## src/rtl/sram_ctrl_pkg.sv

```systemverilog
package sram_ctrl_pkg;

  function automatic int cdiv(input int num, input int den);
    return (num + den - 1) / den;
  endfunction

  function automatic int imax(input int a, input int b);
    return (a > b) ? a : b;
  endfunction

  typedef enum logic [2:0] {
    ST_IDLE,
    ST_SETUP,
    ST_STROBE,
    ST_HOLD,
    ST_RESP
  } phase_t;

  typedef struct packed {
    logic load;      // register address and write data
    logic ceActive;  // chip enable asserted
    logic weActive;  // write enable asserted
    logic capture;   // sample the RAM output
  } strobes_t;

endpackage

```

## src/rtl/sram_ctrl_fsm.sv

```systemverilog
module sram_ctrl_fsm
  import sram_ctrl_pkg::*;
#(
  parameter int SETUP_CYC   = 1,
  parameter int WR_CYC      = 5,
  parameter int RD_CYC      = 9,
  parameter int WR_HOLD_CYC = 3,
  parameter int RD_HOLD_CYC = 1,
  parameter int CNT_W       = 4
) (
  input  logic     clk,
  input  logic     rstN,
  input  logic     reqValid,
  input  logic     reqWrite,
  output logic     reqReady,
  output logic     rspValid,
  output strobes_t strb
);

  phase_t            phase;
  logic              isWrite;
  logic [CNT_W-1:0]  cnt;
  logic [CNT_W-1:0]  lastCnt;
  logic              lastCycle;

  always_comb begin
    unique case (phase)
      ST_SETUP:  lastCnt = CNT_W'(SETUP_CYC - 1);
      ST_STROBE: lastCnt = isWrite ? CNT_W'(WR_CYC - 1) : CNT_W'(RD_CYC - 1);
      ST_HOLD:   lastCnt = isWrite ? CNT_W'(WR_HOLD_CYC - 1) : CNT_W'(RD_HOLD_CYC - 1);
      default:   lastCnt = '0;
    endcase
  end

  assign lastCycle = (cnt == lastCnt);

  always_ff @(posedge clk) begin
    if (!rstN) begin
      phase   <= ST_IDLE;
      isWrite <= 1'b0;
      cnt     <= '0;
    end else begin
      unique case (phase)
        ST_IDLE: begin
          cnt <= '0;
          if (reqValid) begin
            isWrite <= reqWrite;
            phase   <= ST_SETUP;
          end
        end
        ST_RESP: begin
          cnt   <= '0;
          phase <= ST_IDLE;
        end
        default: begin
          if (lastCycle) begin
            cnt <= '0;
            unique case (phase)
              ST_SETUP:  phase <= ST_STROBE;
              ST_STROBE: phase <= ST_HOLD;
              default:   phase <= isWrite ? ST_IDLE : ST_RESP;
            endcase
          end else begin
            cnt <= cnt + 1'b1;
          end
        end
      endcase
    end
  end

  assign reqReady      = (phase == ST_IDLE);
  assign rspValid      = (phase == ST_RESP);
  assign strb.load     = (phase == ST_IDLE) && reqValid;
  assign strb.ceActive = (phase == ST_STROBE);
  assign strb.weActive = (phase == ST_STROBE) && isWrite;
  assign strb.capture  = (phase == ST_STROBE) && !isWrite && lastCycle;

  assert_load_when_ready_R2: assert property (@(posedge clk) disable iff (!rstN)
    strb.load |=> !reqReady);

  assert_setup_before_strobe_R3: assert property (@(posedge clk) disable iff (!rstN)
    $rose(strb.ceActive) |-> $past(!strb.ceActive && !reqReady));

  assert_we_ce_fall_together_R4: assert property (@(posedge clk) disable iff (!rstN)
    $fell(strb.weActive) |-> $fell(strb.ceActive));

  assert_rsp_single_pulse_R7: assert property (@(posedge clk) disable iff (!rstN)
    rspValid |=> !rspValid && reqReady);

endmodule

```

## src/rtl/sram_ctrl_datapath.sv

```systemverilog
module sram_ctrl_datapath
  import sram_ctrl_pkg::*;
#(
  parameter int ADDR_W = 20
) (
  input  logic              clk,
  input  logic              rstN,
  input  strobes_t          strb,
  input  logic [ADDR_W-1:0] reqAddr,
  input  logic              reqWdata,
  input  logic              sramDout,
  output logic [ADDR_W-1:0] sramAddr,
  output logic              sramCeN,
  output logic              sramWeN,
  output logic              sramDin,
  output logic              rspRdata
);

  logic [ADDR_W-1:0] addrQ;
  logic              dinQ;
  logic              rdataQ;

  always_ff @(posedge clk) begin
    if (!rstN) begin
      addrQ  <= '0;
      dinQ   <= 1'b0;
      rdataQ <= 1'b0;
    end else begin
      if (strb.load) begin
        addrQ <= reqAddr;
        dinQ  <= reqWdata;
      end
      if (strb.capture) begin
        rdataQ <= sramDout;
      end
    end
  end

  assign sramAddr = addrQ;
  assign sramDin  = dinQ;
  assign sramCeN  = !strb.ceActive;
  assign sramWeN  = !strb.weActive;
  assign rspRdata = rdataQ;

  assert_addr_stable_R8: assert property (@(posedge clk) disable iff (!rstN)
    (!sramCeN && $past(!sramCeN)) |-> $stable(addrQ) && $stable(dinQ));

  assert_capture_in_read_R6: assert property (@(posedge clk) disable iff (!rstN)
    strb.capture |-> !sramCeN && sramWeN);

  assert_no_load_in_strobe_R3: assert property (@(posedge clk) disable iff (!rstN)
    strb.load |-> sramCeN && sramWeN);

endmodule

```

## src/rtl/sram_cycle_ctrl.sv

```systemverilog
module sram_cycle_ctrl
  import sram_ctrl_pkg::*;
#(
  parameter int ADDR_W      = 20,
  parameter int CLK_NS      = 5,
  parameter int T_CYCLE_NS  = 45,
  parameter int T_ACCESS_NS = 45,
  parameter int T_WP_NS     = 25,
  parameter int T_DS_NS     = 13,
  parameter int T_AS_NS     = 0,
  parameter int T_AH_NS     = 5
) (
  input  logic              clk,
  input  logic              rstN,
  input  logic              reqValid,
  output logic              reqReady,
  input  logic              reqWrite,
  input  logic [ADDR_W-1:0] reqAddr,
  input  logic              reqWdata,
  output logic              rspValid,
  output logic              rspRdata,
  output logic [ADDR_W-1:0] sramAddr,
  output logic              sramCeN,
  output logic              sramWeN,
  output logic              sramDin,
  input  logic              sramDout
);

  localparam int SETUP_CYC   = imax(1, cdiv(T_AS_NS, CLK_NS));
  localparam int WR_CYC      = imax(1, imax(cdiv(T_WP_NS, CLK_NS), cdiv(T_DS_NS, CLK_NS)));
  localparam int RD_CYC      = imax(1, cdiv(T_ACCESS_NS, CLK_NS));
  localparam int TOTAL_CYC   = cdiv(T_CYCLE_NS, CLK_NS);
  localparam int WR_HOLD_CYC = imax(imax(1, cdiv(T_AH_NS, CLK_NS)), TOTAL_CYC - SETUP_CYC - WR_CYC);
  localparam int RD_HOLD_CYC = imax(1, TOTAL_CYC - SETUP_CYC - RD_CYC);
  localparam int MAX_CYC     = imax(imax(SETUP_CYC, WR_CYC), imax(RD_CYC, imax(WR_HOLD_CYC, RD_HOLD_CYC)));
  localparam int CNT_W       = $clog2(MAX_CYC + 1);

  strobes_t strb;

  sram_ctrl_fsm #(
    .SETUP_CYC  (SETUP_CYC),
    .WR_CYC     (WR_CYC),
    .RD_CYC     (RD_CYC),
    .WR_HOLD_CYC(WR_HOLD_CYC),
    .RD_HOLD_CYC(RD_HOLD_CYC),
    .CNT_W      (CNT_W)
  ) u_fsm (
    .clk     (clk),
    .rstN    (rstN),
    .reqValid(reqValid),
    .reqWrite(reqWrite),
    .reqReady(reqReady),
    .rspValid(rspValid),
    .strb    (strb)
  );

  sram_ctrl_datapath #(
    .ADDR_W(ADDR_W)
  ) u_dp (
    .clk     (clk),
    .rstN    (rstN),
    .strb    (strb),
    .reqAddr (reqAddr),
    .reqWdata(reqWdata),
    .sramDout(sramDout),
    .sramAddr(sramAddr),
    .sramCeN (sramCeN),
    .sramWeN (sramWeN),
    .sramDin (sramDin),
    .rspRdata(rspRdata)
  );

endmodule

```

## config.mk

```make
export PLATFORM = sky130hd
export DESIGN_NAME = sram_cycle_ctrl
export DESIGN_NICKNAME = d
export VERILOG_FILES = /design/src/rtl/sram_ctrl_pkg.sv /design/src/rtl/sram_ctrl_fsm.sv /design/src/rtl/sram_ctrl_datapath.sv /design/src/rtl/sram_cycle_ctrl.sv
export SDC_FILE = /design/constraint.sdc
export NUM_CORES = 1
export LEC_CHECK = 0
export BUFFER_PORTS_ARGS = -buffer_cell sky130_fd_sc_hd__buf_2
export CORE_ASPECT_RATIO = 1.4
export CORE_UTILIZATION = 53
export CTS_BUF_LIST = sky130_fd_sc_hd__clkbuf_8
export DETAILED_ROUTE_END_ITERATION = 10
export PLACE_DENSITY = 0.92
export REMOVE_ABC_BUFFERS = 1
export SLEW_MARGIN = 20
export SYNTH_ARGS = -nofsm -noshare
export SYNTH_HDL_FRONTEND = slang
export SYNTH_SLANG_ARGS = --single-unit
export TNS_END_PERCENT = 30
```

## constraint.sdc

```tcl
create_clock -name clk -period 3.3 [get_ports clk]
set_clock_uncertainty 0.05 [all_clocks]
set_input_delay 0.165 -clock clk [delete_from_list [all_inputs] [get_ports clk]]
set_output_delay 0.165 -clock clk [all_outputs]
set_load 0.005 [all_outputs]
```

==> impl_results.md, run 1 <==
* Cell-by-cell trace of the critical path: nor3_1, and2_1, nand2_1, a21boi_1
* Status: finished, final reports clean
* Actual slew at the worst max-slew pin at 0.806 ns
* Slowest-stage cell, CP: and2_1
* DRT Pass-1 Iters at 4
* Critical Path Fanout Max at 23
* RSZ-0062 raised after global routing: false
* Int Power at 598 uW
* Max-slew headroom at 0.463
* Crit Path Category: reg -> reg
* Final WL at 2960 um
* Sw Pwr at 206 uW
* Hold Vio Cnt, Final at 0
* Largest net degree at the start of global routing at 28
* HP Class: in -> reg
* Initial Utilization at 0.574
* Count of cell types in the netlist at 27
* Row count at 20
* # setup viols final at 0
* CP max stage delay at 0.71 ns
* Routed vias at 1,201
* Syn Inst Count at about 150
* Gpl congestion at 0.985
* Cts hold-fix bufs at 0
* Static Leak at 0.758 nW
* CTS buffer count at 5
* Ports at 52
* Tmin final at 1.92 ns
* Sequential cell area fraction in the yosys report at 0.475
* Pins Over Slew Limit at 0
* Total power at 804 uW
* Worst Path Buf+Inv at 0
* Max Cap Viol at 0
* Vert. Die Dim at 59.8 um
* Core area at between 2000 and 2500 um2
* Post-CTS Setup Bufs at 0
* Startpoint types: register
* Final core utilization at 0.728
* Placed insts at ~210
* Diodes inserted at 0
* Total die area at 2590 um2
* FMAX at 521 MHz
* Share of cells above drive strength 1 at 0.302
* Sequential share of power at 0.497
* Flops & latches, synth at 30
* Initial antenna violation count at 0
* Post-DR wirelength/cell at 13.4 um
* ANT nets after route at 0
* TNS Setup at 0 ns
* Pwr Density at 501 nW/um2
* Initial DRC count at 28
* Clk_lat worst skew at between 0.2 and 0.3 ns
* Syn Area/Cell at roughly 8.5 um2
* Clock transition at path regs at 0.06 ns
* Final Cycle Share at 0.581
* Setup WS post-layout at 1.38 ns
* Worst Path Required at between 3 and 4 ns
* First-pass GRT wire length at 4800 um
* Vias per cell at 5.43
* Maximum VDD drop at 0.000410 V
* GRT Util Overall at 0.252
* H-tree depth at 2
* Post-route cell area at 1600 um2
* Area grow syn2layout at 26.8%
* Worst-case clock buffer depth at 2
* CP endpoint kind: register
* Gr ovfl total at 0
* Critical Path AT at slightly above 2 ns
* Crit path max-delay family: simple AND/OR/NAND/NOR gates
* Root buf cell: clkbuf_8
* Horiz. Die Dim at 43.3 um
* Combinational fraction of design power at 0.135
* Clock power share at 0.368
* CTS tree: yes
* Hold slack at roughly 0.064 ns
* Number of global-route vias before repair at 1,167
* Fin nets at 225
* YS warnings at 0
* Pre-CTS setup slack at 1.47 ns
* Placed wire-length estimate at 2010 um
* Cell Area, Placed at 1510 um2
* DRC violations left at 0
* Fin cells at 221
* Synthesized area at 1260 um2
* Post-CTS resize count at 0
* CTS Sinks at 30
* I/O Buffers at 51
* Sw Share at 0.257
## worst paths after layout
| kind | from | slack [ns] | to | cells past startpoint |
|---|---|---|---|---|
| setup / recovery | u_fsm.phase[0] | 1.38 | u_dp.sramAddr[18] | 4 |
| hold / removal | reqAddr[17] | 0.06 | u_dp.sramAddr[17] | 3 |
| setup reg to reg | u_fsm.phase[0] | 1.38 | u_dp.sramAddr[18] | 4 |
| hold reg to reg | u_dp.sramAddr[17] | 0.40 | u_dp.sramAddr[17] | 2 |
## tightest hold or removal path: cells and delay by family
| kind | cells | cell delay (ns) |
|---|---|---|
| AO/OA/AOI/OAI | 1 | 0.05 |
| buffers and inverters | 1 | 0.10 |
| AND/OR/NAND/NOR | 1 | 0.04 |
## power groups by stage
stage	logic [mW]	registers [mW]	clock network [mW]
floorplan	0.0544	0.407	0
global placement	0.102	0.405	0
detailed placement	0.107	0.407	0
CTS	0.109	0.399	0.303
global route	0.120	0.403	0.320
finish	0.108	0.400	0.296
## synth_stat cells
library cell | count | area [um2]
nand2_1 | 47 | 176
dfxtp_1 | 30 | 601
a21boi_1 | 24 | 180
nor3_1 | 5 | 25.0
buf_2 | 4 | 20.0
clkbuf_1 | 4 | 15.0
inv_1 | 3 | 11.3
mux2i_1 | 3 | 30.0
nand3_1 | 3 | 15.0
nor2b_1 | 3 | 18.8
o21ai_0 | 3 | 15.0
a21o_1 | 2 | 15.0
nor2_1 | 2 | 7.51
nor3b_1 | 2 | 15.0
a211o_1 | 1 | 8.76
a21oi_1 | 1 | 5.00
a221oi_2 | 1 | 15.0
a31oi_1 | 1 | 6.26
and2_1 | 1 | 6.26
and3_1 | 1 | 6.26
ha_1 | 1 | 12.5
nand3b_1 | 1 | 7.51
nand4b_1 | 1 | 8.76
nor3b_4 | 1 | 18.8
o31ai_1 | 1 | 7.51
xnor2_1 | 1 | 8.76
xor2_1 | 1 | 8.76
## cell usage in the layout (no fill, tap or decap)
cell type / instances
o21ai_0: 3
nor3b_4: 1
clkinv_2: 1
nor3_1: 5
mux2i_1: 3
xor2_1: 1
a21boi_1: 24
a221oi_2: 1
xnor2_1: 1
inv_1: 4
nor2b_1: 3
nor2_1: 2
buf_2: 51
a31oi_1: 1
and3_1: 1
nand3_1: 3
nor3b_1: 2
nand4b_1: 1
a21oi_1: 1
nand3b_1: 1
clkbuf_8: 6
o31ai_1: 1
nand2_1: 47
ha_1: 1
and2_1: 1
dfxtp_1: 30
a211o_1: 1
a21o_1: 2
## layer usage
layer,up-vias,global-route usage,wire [um]
met4,0,0.104,44
met5,-,0,0
met1,550,0.242,1110
li1,592,-,-
met2,53,0.469,1630
met3,6,0.0967,177
## cell families after synthesis
| kind of cell | count (synthesis) | share of synthesized area |
|---|---|---|
| muxes | 3 | 0.0237 |
| buffers and inverters | 11 | 0.0366 |
| adders and majority gates | 1 | 0.00989 |
| xor gates and xnor gates | 2 | 0.0139 |
| and+or+nand+nor | 67 | 0.241 |
| AOI/OAI and AO/OA | 34 | 0.200 |
| DFF | 30 | 0.475 |
## state kept, by name (all words and copies together), names as in the netlist
register and count:
u_dp.sramAddr 20, u_dp.rspRdata 1, u_dp.sramDin 1, u_fsm.isWrite 1, u_fsm.phase 3, u_fsm.cnt 4
## cell type report
type                            count  area (um2)
Clock buffer                        6        82.6
Clock inverter                      2        8.76
Fill cell                         163         598
Inverter                            3        11.3
Multi-Input combinational cell    107         618
Sequential cell                    30         601
Tap cell                           22        27.5
Timing Repair Buffer               51         255
No activity file was read; power rests on OpenSTA's default activity.
==> run 2: changes to the inputs <==
CORE_UTILIZATION = 44   (was 53)
PLACE_DENSITY = 0.82   (was 0.92)
clock period = 1.6 ns   (was 3.3 ns; I/O delays follow)
==> impl_results.md, run 2 (synthesized netlist as in run 1, its figures left out) <==
* CTS buffer count at 5
* Largest net degree at the start of global routing at 22
* Number of global-route vias before repair at 1,436
* Max-slew headroom at 0.677
* ANT nets after route at 0
* Max FFs per register at 20
* Worst Path Buf+Inv at 1
* Share of cells above drive strength 1 at 0.322
* Worst Path Required at 1.75 ns
* CTS tree: yes
* Final WL at 3740 um
* Clk_lat worst skew at ~0.28 ns
* Hold Vio Cnt, Final at 0
* Crit path max-delay family: simple AND/OR/NAND/NOR gates
* Fin nets at 253
* Initial DRC count at 25
* Gr ovfl total at 0
* Actual slew at the worst max-slew pin at 0.479 ns
* Critical Path Fanout Max at 21
* Total power at ~1.7 mW
* Busiest grt layer: met2
* Clock transition at path regs at 0.06 ns
* Status: finished, final reports clean
* Gpl congestion at 0.911
* Post-CTS Setup Bufs at 0
* RSZ-0062 raised after global routing: false
* Crit Path Category: reg -> reg
* HP Class: in -> reg
* Core area at about 2700 um2
* Pins Over Slew Limit at 0
* Vert. Die Dim at approximately 65 um
* Row count at 22
* TNS Setup at 0 ns
* CP endpoint kind: register
* Ports at between 50 and 60
* Slowest-stage cell, CP: dfxtp_2
* I/O Buffers at between 50 and 60
* # setup viols final at 0
* CTS Sinks at 30
* Placed wire-length estimate at 2230 um
* Cell-by-cell trace of the critical path: nor3_1, and2_1, buf_12, nand2_1, a21boi_1
* CP max stage delay at 0.37 ns
* Post-DR wirelength/cell at about 14 um
* GRT Util Overall at 0.291
* FMAX at 662 MHz
* Initial Utilization at 0.474
* Static Leak at 0.891 nW
* Max Cap Viol at 0
* Startpoint types: register
* Total die area at 3100 um2
* DRT Pass-1 Iters at 4
* Met3 usage at 0.0852
* Area grow syn2layout at 51.6%
* Pwr Density at 904 nW/um2
* Commonest cells after routing, fill and taps aside: buf_2 (51), nand2_1 (47), dfxtp_1 (28)
* Met1 Use GR at 0.311
* Initial antenna violation count at 0
* Most common cell after layout, fill and taps aside: buf_2
* Final core utilization at 0.718
* Routed vias at approximately 1,300
* DRC violations left at 0
* Tmin final at 1.51 ns
* Global routing usage on met2 at 0.469
* Maximum VDD drop at 0.000672 V
* Horiz. Die Dim at between 40 and 50 um
* Diodes inserted at 0
* Critical Path AT at 1.66 ns
* First-pass GRT wire length at between 6000 and 7000 um
* Final Cycle Share at 0.943
* Worst-case clock buffer depth at 2
* Vias per cell at a little over 5
* Root buf cell: clkbuf_8
* H-tree depth at 2
## run 2: cell type report
| type | count | area (um2) |
|---|---|---|
| fill | 195 | 752 |
| multi-input combinational | 107 | 634 |
| sequential | 30 | 606 |
| timing repair buffer | 79 | 531 |
| clock buffer | 6 | 82.6 |
| tap | 36 | 45.0 |
| inverter | 3 | 11.3 |
| clock inverter | 2 | 8.76 |
## run 2: worst min-delay path, cell delays in order
cell	delay, ns
buf_2	0.08
mux2i_1	0.05
nor2b_1	0.09
## run 2: per-stage QoR
step	hold slack [ns]	area [um2]	setup WS, ns	std cells
2_1_floorplan	0.158	1230	0.0596	140
3_3_place_gp	0.268	1600	0.117	234
3_5_place_dp	0.277	1600	-0.0326	234
4_1_cts	0.00287	1900	0.00134	263
5_1_grt	0.0296	1920	0.0143	263
6_report	0.00937	1920	0.0904	263
## run 2: path summary, 6_finish.rpt
| kind | startpoint | endpoint | slack (ns) | depth (start not counted) |
|---|---|---|---|---|
| max | u_fsm.phase[0] | u_dp.sramAddr[3] | 0.09 | 5 |
| min | sramDout | u_dp.rspRdata | 0.009 | 3 |
| max reg2reg | u_fsm.phase[0] | u_dp.sramAddr[3] | 0.09 | 5 |
| min reg2reg | u_dp.sramAddr[11] | u_dp.sramAddr[11] | 0.40 | 2 |
## run 2: routing by layer
layer / part of all wire / wire (um)
met1: 0.38 / 1410
met2: 0.50 / 1890
met5: 0 / 0
met3: 0.067 / 251
met4: 0.051 / 191
## run 2: repair_timing
item / in CTS / in global routing
pin swaps: 0 / 1
hold buffers: 21 / 0
endpoints found under the hold margin: 21 / 0
endpoints found under the setup margin: 1 / 10
resized for setup: 2 / 5
## run 2: power breakdown
part	total, mW	leakage, nW	internal (mW)	switching, mW
Sequential	0.825	0.246	0.793	0.0322
Combinational	0.301	0.593	0.157	0.144
Clock	0.609	0.0524	0.340	0.270
Total	1.73	0.891	1.29	0.446
